**config.mk**
```make
export PLATFORM = sky130hd
export DESIGN_NAME = haar_compressor
export DESIGN_NICKNAME = d
export VERILOG_FILES = /design/src/rtl/haar_pkg.sv /design/src/rtl/haar_pair_store.sv /design/src/rtl/haar_butterfly.sv /design/src/rtl/haar_hard_thresh.sv /design/src/rtl/haar_compressor.sv
export SDC_FILE = /design/constraint.sdc
export NUM_CORES = 1
export LEC_CHECK = 0
export BUFFER_PORTS_ARGS = -buffer_cell sky130_fd_sc_hd__clkbuf_2
export CAP_MARGIN = 0
export CORE_ASPECT_RATIO = 0.8
export CORE_MARGIN = 2
export CORE_UTILIZATION = 55
export DETAILED_ROUTE_END_ITERATION = 7
export PLACE_DENSITY = 0.78
export RECOVER_POWER = 100
export SLEW_MARGIN = 20
export SYNTH_ARGS = -nofsm -noshare
export SYNTH_HDL_FRONTEND = slang
export SYNTH_SLANG_ARGS = --single-unit
```
**constraint.sdc**
```tcl
create_clock -name clk -period 4.4 [get_ports clk]
set_input_delay 0.44 -clock clk [delete_from_list [all_inputs] [get_ports clk]]
set_output_delay 0.44 -clock clk [all_outputs]
set_load 0.05 [all_outputs]
```
**src/rtl/haar_pkg.sv**
```systemverilog
package haar_pkg;
  localparam int MAX_LEVELS = 4;

  typedef enum logic [1:0] {
    ENG_IDLE  = 2'd0,
    ENG_STEP  = 2'd1,
    ENG_FINAL = 2'd2
  } eng_state_t;
endpackage

```
**src/rtl/haar_pair_store.sv**
```systemverilog
module haar_pair_store #(
  parameter int CHANNELS = 4,
  parameter int LEVELS   = 3,
  parameter int CW       = 11,
  localparam int CHW = $clog2(CHANNELS),
  localparam int LVW = (LEVELS > 1) ? $clog2(LEVELS) : 1
) (
  input  logic                 clk,
  input  logic                 rst,
  input  logic [CHW-1:0]       sel_chan,
  input  logic [LVW-1:0]       sel_lvl,
  output logic                 rd_phase,
  output logic signed [CW-1:0] rd_held,
  input  logic                 wr_en,
  input  logic                 wr_phase,
  input  logic signed [CW-1:0] wr_held
);
  logic                 phase_q [CHANNELS][LEVELS];
  logic signed [CW-1:0] held_q  [CHANNELS][LEVELS];

  always_ff @(posedge clk) begin
    if (rst) begin
      for (int c = 0; c < CHANNELS; c++)
        for (int l = 0; l < LEVELS; l++)
          phase_q[c][l] <= 1'b0;
    end else if (wr_en) begin
      phase_q[sel_chan][sel_lvl] <= wr_phase;
      if (wr_phase)
        held_q[sel_chan][sel_lvl] <= wr_held;
    end
  end

  assign rd_phase = phase_q[sel_chan][sel_lvl];
  assign rd_held  = held_q[sel_chan][sel_lvl];
endmodule

```
**src/rtl/haar_butterfly.sv**
```systemverilog
module haar_butterfly #(
  parameter int CW = 11
) (
  input  logic signed [CW-1:0] first,
  input  logic signed [CW-1:0] second,
  output logic signed [CW-1:0] sum,
  output logic signed [CW-1:0] diff
);
  assign sum  = first + second;
  assign diff = first - second;
endmodule

```
**src/rtl/haar_hard_thresh.sv**
```systemverilog
module haar_hard_thresh #(
  parameter int CW = 11
) (
  input  logic signed [CW-1:0] coef_in,
  input  logic        [CW-1:0] limit,
  output logic signed [CW-1:0] coef_out
);
  logic [CW-1:0] magnitude;

  always_comb begin
    magnitude = coef_in[CW-1] ? CW'(-coef_in) : CW'(coef_in);
    coef_out  = (magnitude < limit) ? '0 : coef_in;
  end
endmodule

```
**src/rtl/haar_compressor.sv**
```systemverilog
module haar_compressor #(
  parameter int DATA_W   = 8,
  parameter int CHANNELS = 4,
  parameter int LEVELS   = 3,
  localparam int CW  = DATA_W + LEVELS,
  localparam int CHW = $clog2(CHANNELS),
  localparam int LVW = (LEVELS > 1) ? $clog2(LEVELS) : 1
) (
  input  logic                 clk,
  input  logic                 rst,
  input  logic [CW-1:0]        thr,
  input  logic                 in_valid,
  output logic                 in_ready,
  input  logic [CHW-1:0]       in_chan,
  input  logic [DATA_W-1:0]    in_sample,
  output logic                 out_valid,
  input  logic                 out_ready,
  output logic [CHW-1:0]       out_chan,
  output logic [LVW-1:0]       out_level,
  output logic                 out_is_detail,
  output logic [CW-1:0]        out_coef
);
  import haar_pkg::*;

  localparam logic [LVW-1:0] LAST_LVL = LVW'(LEVELS - 1);

  generate
    if (LEVELS < 1 || LEVELS > MAX_LEVELS) begin : g_bad_depth
      $error("LEVELS out of range");
    end
  endgenerate

  eng_state_t           state_q;
  logic [CHW-1:0]       cur_chan_q;
  logic [LVW-1:0]       cur_lvl_q;
  logic signed [CW-1:0] cur_val_q;

  logic                 slot_free;
  logic                 rd_phase;
  logic signed [CW-1:0] rd_held;
  logic                 wr_en;
  logic                 wr_phase;
  logic signed [CW-1:0] pair_sum;
  logic signed [CW-1:0] pair_diff;
  logic signed [CW-1:0] diff_kept;
  logic                 emit_detail;
  logic                 emit_final;

  haar_pair_store #(.CHANNELS(CHANNELS), .LEVELS(LEVELS), .CW(CW)) u_store (
    .clk      (clk),
    .rst      (rst),
    .sel_chan (cur_chan_q),
    .sel_lvl  (cur_lvl_q),
    .rd_phase (rd_phase),
    .rd_held  (rd_held),
    .wr_en    (wr_en),
    .wr_phase (wr_phase),
    .wr_held  (cur_val_q)
  );

  haar_butterfly #(.CW(CW)) u_bfly (
    .first  (rd_held),
    .second (cur_val_q),
    .sum    (pair_sum),
    .diff   (pair_diff)
  );

  haar_hard_thresh #(.CW(CW)) u_thr (
    .coef_in  (pair_diff),
    .limit    (thr),
    .coef_out (diff_kept)
  );

  assign slot_free   = !out_valid || out_ready;
  assign in_ready    = (state_q == ENG_IDLE);
  assign emit_detail = (state_q == ENG_STEP) && rd_phase && slot_free;
  assign emit_final  = (state_q == ENG_FINAL) && slot_free;

  always_comb begin
    wr_en    = 1'b0;
    wr_phase = 1'b0;
    if (state_q == ENG_STEP) begin
      if (!rd_phase) begin
        wr_en    = 1'b1;
        wr_phase = 1'b1;
      end else if (slot_free) begin
        wr_en    = 1'b1;
        wr_phase = 1'b0;
      end
    end
  end

  always_ff @(posedge clk) begin
    if (rst) begin
      state_q    <= ENG_IDLE;
      cur_chan_q <= '0;
      cur_lvl_q  <= '0;
      cur_val_q  <= '0;
    end else begin
      unique case (state_q)
        ENG_IDLE: if (in_valid) begin
          cur_chan_q <= in_chan;
          cur_lvl_q  <= '0;
          cur_val_q  <= {{(CW-DATA_W){in_sample[DATA_W-1]}}, in_sample};
          state_q    <= ENG_STEP;
        end
        ENG_STEP: begin
          if (!rd_phase) begin
            state_q <= ENG_IDLE;
          end else if (slot_free) begin
            cur_val_q <= pair_sum;
            if (cur_lvl_q == LAST_LVL) state_q <= ENG_FINAL;
            else cur_lvl_q <= cur_lvl_q + 1'b1;
          end
        end
        ENG_FINAL: if (slot_free) state_q <= ENG_IDLE;
        default: state_q <= ENG_IDLE;
      endcase
    end
  end

  always_ff @(posedge clk) begin
    if (rst) begin
      out_valid     <= 1'b0;
      out_chan      <= '0;
      out_level     <= '0;
      out_is_detail <= 1'b0;
      out_coef      <= '0;
    end else if (emit_detail || emit_final) begin
      out_valid     <= 1'b1;
      out_chan      <= cur_chan_q;
      out_level     <= cur_lvl_q;
      out_is_detail <= emit_detail;
      out_coef      <= emit_detail ? diff_kept : cur_val_q;
    end else if (out_ready) begin
      out_valid <= 1'b0;
    end
  end
endmodule

```
==> results.md <==
- Fraction of layout cells with a size suffix above 1: between 30 and 40%
- Hold WC Path Type: in -> reg
- TritonCTS clock tree: built
- Commonest non-fill, non-tap cells in the layout: edfxtp_1 (144), buf_4 (89), nor2_1 (71), clkbuf_2 (42), ha_1 (37)
- H-tree Lvls: 4
- Synthesized instance count: 663
- Crit path time final: between 4000 and 5000 ps
- Clock Skew: between 10 and 15 ps
- Final WS setup: -221.1 ps
- Filler cells: 1071
- Delay-heaviest family, CP: compound AO/OA/AOI/OAI gates
- Yosys warning total: 0
- Hold Crit Depth: 3
- Top post-synthesis cells by area: edfxtp_1 (49%), mux4_2 (9.0%), dfxtp_1 (8.2%)
- Layout overhead on the synthesized area: 21.77%
- Inserted Clock Buffers: 17
- WP data required: ~4700 ps
- CP peak stage delay: between 400 and 500 ps
- Root buffer cell: clkbuf_16
- Slowest-stage cell, CP: mux4_2
- Wire length per cell: ~20 um
- Post-DP HPWL: approximately 14000 um
- Crit-path max FO: 8
- CORE AREA: between 0.015 and 0.02 mm^2
- Most common cell after layout, fill and taps aside: edfxtp_1
- Detail Route Antenna Nets: 0
- RSZ-0062 raised after global routing: yes
- Gr usage total: between 20% and 30%
- # placed instances: between 900 and 1k
- CP arrival: a little under 5000 ps
- Crit end category: register
- Worst-margin pin slew: approximately 950 ps
- Most frequent CP cell: buf_4
- Clock latency on the worst-skew pair: around 430 ps
- Top FF cell, synth: edfxtp_1
- Count of cell types in the netlist: 62
- GP Congestion: between 0.9 and 1
- Die W: around 140 um
- Hold wc startpoint: in_chan[1]
- # port buffers: 42
- Register Area: ~0.005 mm^2
- DR pass1 iterations: 5
- Failing checks: negative setup slack
- Tot Pwr: 4.622 mW
- DR vias/cell: 5.857
- Max Fclk: between 200 and 250 MHz
- Largest net degree at the start of global routing: 47
- Area share of the largest cell type after synthesis: roughly half
- Grt ovf: 0
- Static leakage: roughly 4 nW
- Synth Cell Area: 0.008746 mm^2
- Path depth of the worst reg2reg path: 23
- Die Ht: ~120 um
- Worst r2r dst: out_coef[0]
- Initial antenna violation count: 0
- CP Class: reg -> reg
- Status: finished with violations
- Syn Nets: around 730
- Final antenna diode count: 0
- Sequential fraction of the synthesis area: between 50% and 60%
- Async S/R FF share, synth: 0%
- Mean cell area of the mapped netlist: roughly 13 um^2
- Slew headroom: a little over a third
- Slew Viols, Final: 0
- CP Buf/Inv Count: 5
- Multi-input gate area: approximately 0.0036 mm^2
- Endpoints failing hold: 0
- Via count: a little under 6k
- I/O Pins: 43
- Reg clk slew, reported paths: about 60 ps
- Crit-path cells: mux4_2, mux2i_1, o22a_1, ha_2, inv_2, fa_2, a21oi_2, o21ai_1, buf_4, o21ai_4, o21ai_2, xnor2_2, buf_4, buf_4, and3_1, ha_1, and4_1, o21ai_2, a21o_1, a21oi_2, buf_6, nand2b_1, a311oi_1
- Non-Filler Instances: approximately 1.0k
- DRC viols: 0
- Startpoint class of the critical path: register
- Number of synthesized flops with an enable pin: 144
- Wirelength, routed: approximately 20000 um
- Initial Util: between 50 and 60%
- MaxCap Viol Count: 0
- TritonCTS Sinks: 180
- Max clock buf depth: 2
- Vias in the first global route: 5965
- Hold-fix buffers, CTS: 0
- Reg2Reg Setup Slack: -220 ps
- Final setup fails: 11
- Pwr Density: roughly 430 mW/mm^2
- Cell Rows: 41
- Die area: roughly 0.017 mm^2
- Synth Register Bits: 180
- Global-route wire length before repair: between 30000 and 40000 um
- Sum Neg Setup Slack: -2189 ps
- Worst VDD drop: 0.0003218 V
- Drt initial violations: between 500 and 600
- Final period utilization: 105.0%
- Leading area contributor after synthesis: edfxtp_1
- Fin nets: 856
-- where the power goes --
group | switching (mW) | total [mW] | internal, mW
clock network | 0.606 | 1.45 | 0.842
registers | 0.0390 | 1.93 | 1.89
logic | 0.649 | 1.24 | 0.593
-- synth_stat cells (4+ instances only) --
library cell	number
nand2_1	35
a311oi_2	10
xor2_1	4
buf_1	4
nand3_1	7
and3_1	6
ha_1	39
o31ai_1	4
mux2i_1	20
buf_2	6
clkbuf_1	20
xnor2_1	17
edfxtp_1	144
a31oi_1	4
nand2b_1	15
dfxtp_1	36
nor2_1	72
nor3_1	12
nor2b_1	10
a21oi_1	23
mux4_2	35
o21ai_0	35
inv_1	32
a211oi_1	10
a21o_1	15
-- cells by family (layout without fill, tap and decap cells) --
kind of cell	count (synthesis)	after routing	synth area share (%)
adders and majority gates	41	41	6.037
and+or+nand+nor	168	168	8.884
AOI/OAI and AO/OA	130	130	10.64
muxes	56	56	11.43
buffers and inverters	67	207	3.219
xor gates and xnor gates	21	21	2.103
DFF	180	180	57.68
-- worst max path at each step --
stage                     startpoint          end  slack, ps  depth (start not counted)
after floorplan             register  out_coef[3]        0.7                         22
after global placement      register  out_coef[5]       -300                         21
after detailed placement    register  out_coef[3]       -510                         21
after CTS                   register  out_coef[8]       -200                         23
after global routing        register  out_coef[0]       -540                         22
final                       register  out_coef[0]       -220                         23
-- area by class of cell --
type | instances | share of cell area [%]
inverter | 33 | 1.163
sequential | 180 | 47.40
timing repair buffer | 142 | 9.680
multi-input combinational | 416 | 33.89
clock buffer | 25 | 4.652
tap | 215 | 2.526
clock inverter | 7 | 0.6814
-- routing by layer --
metal / wire [um] / GRT usage, %
met3: 1424 / 6.318
met1: 8707 / 33.33
met2: 10010 / 41.71
met4: 336 / 8.317
met5: 0 / 0
-- registers in the layout, indices dropped and copies added, names as in the netlist, named ones only --
register	flops
cur_chan_q	2
cur_lvl_q	2
cur_val_q	11
out_chan	2
out_coef	11
out_is_detail	1
out_level	2
out_valid	1
state_q	2
u_store.held_q	132
u_store.phase_q	12
-- worst min-delay path: cells and delay by family --
family / cells / cell delay (ps)
simple gates: 1 / 130
buf+inv: 1 / 80
mux: 1 / 60
-- stage by stage --
stage               setup slack (ps)  utilization (%)  instance area, um^2  hold slack, ps
global route                  -541.8            68.07                10650           326.5
detailed placement            -505.2            62.38                 9759           489.4
CTS                           -204.9            66.91                10470           305.0
global placement              -304.2            62.38                 9759           462.1
finish                        -221.1            68.07                10650           324.5
floorplan                     0.7208                -                 8796           536.8
-- repair_timing --
item                                    CTS  global route
hold endpoints to repair                  0             0
setup buffers                             5             9
endpoints found under the setup margin   11            11
pin swaps                                13            17
resized for setup                        26            30
gates cloned                              0             1
(Power assumes the default switching activity.)
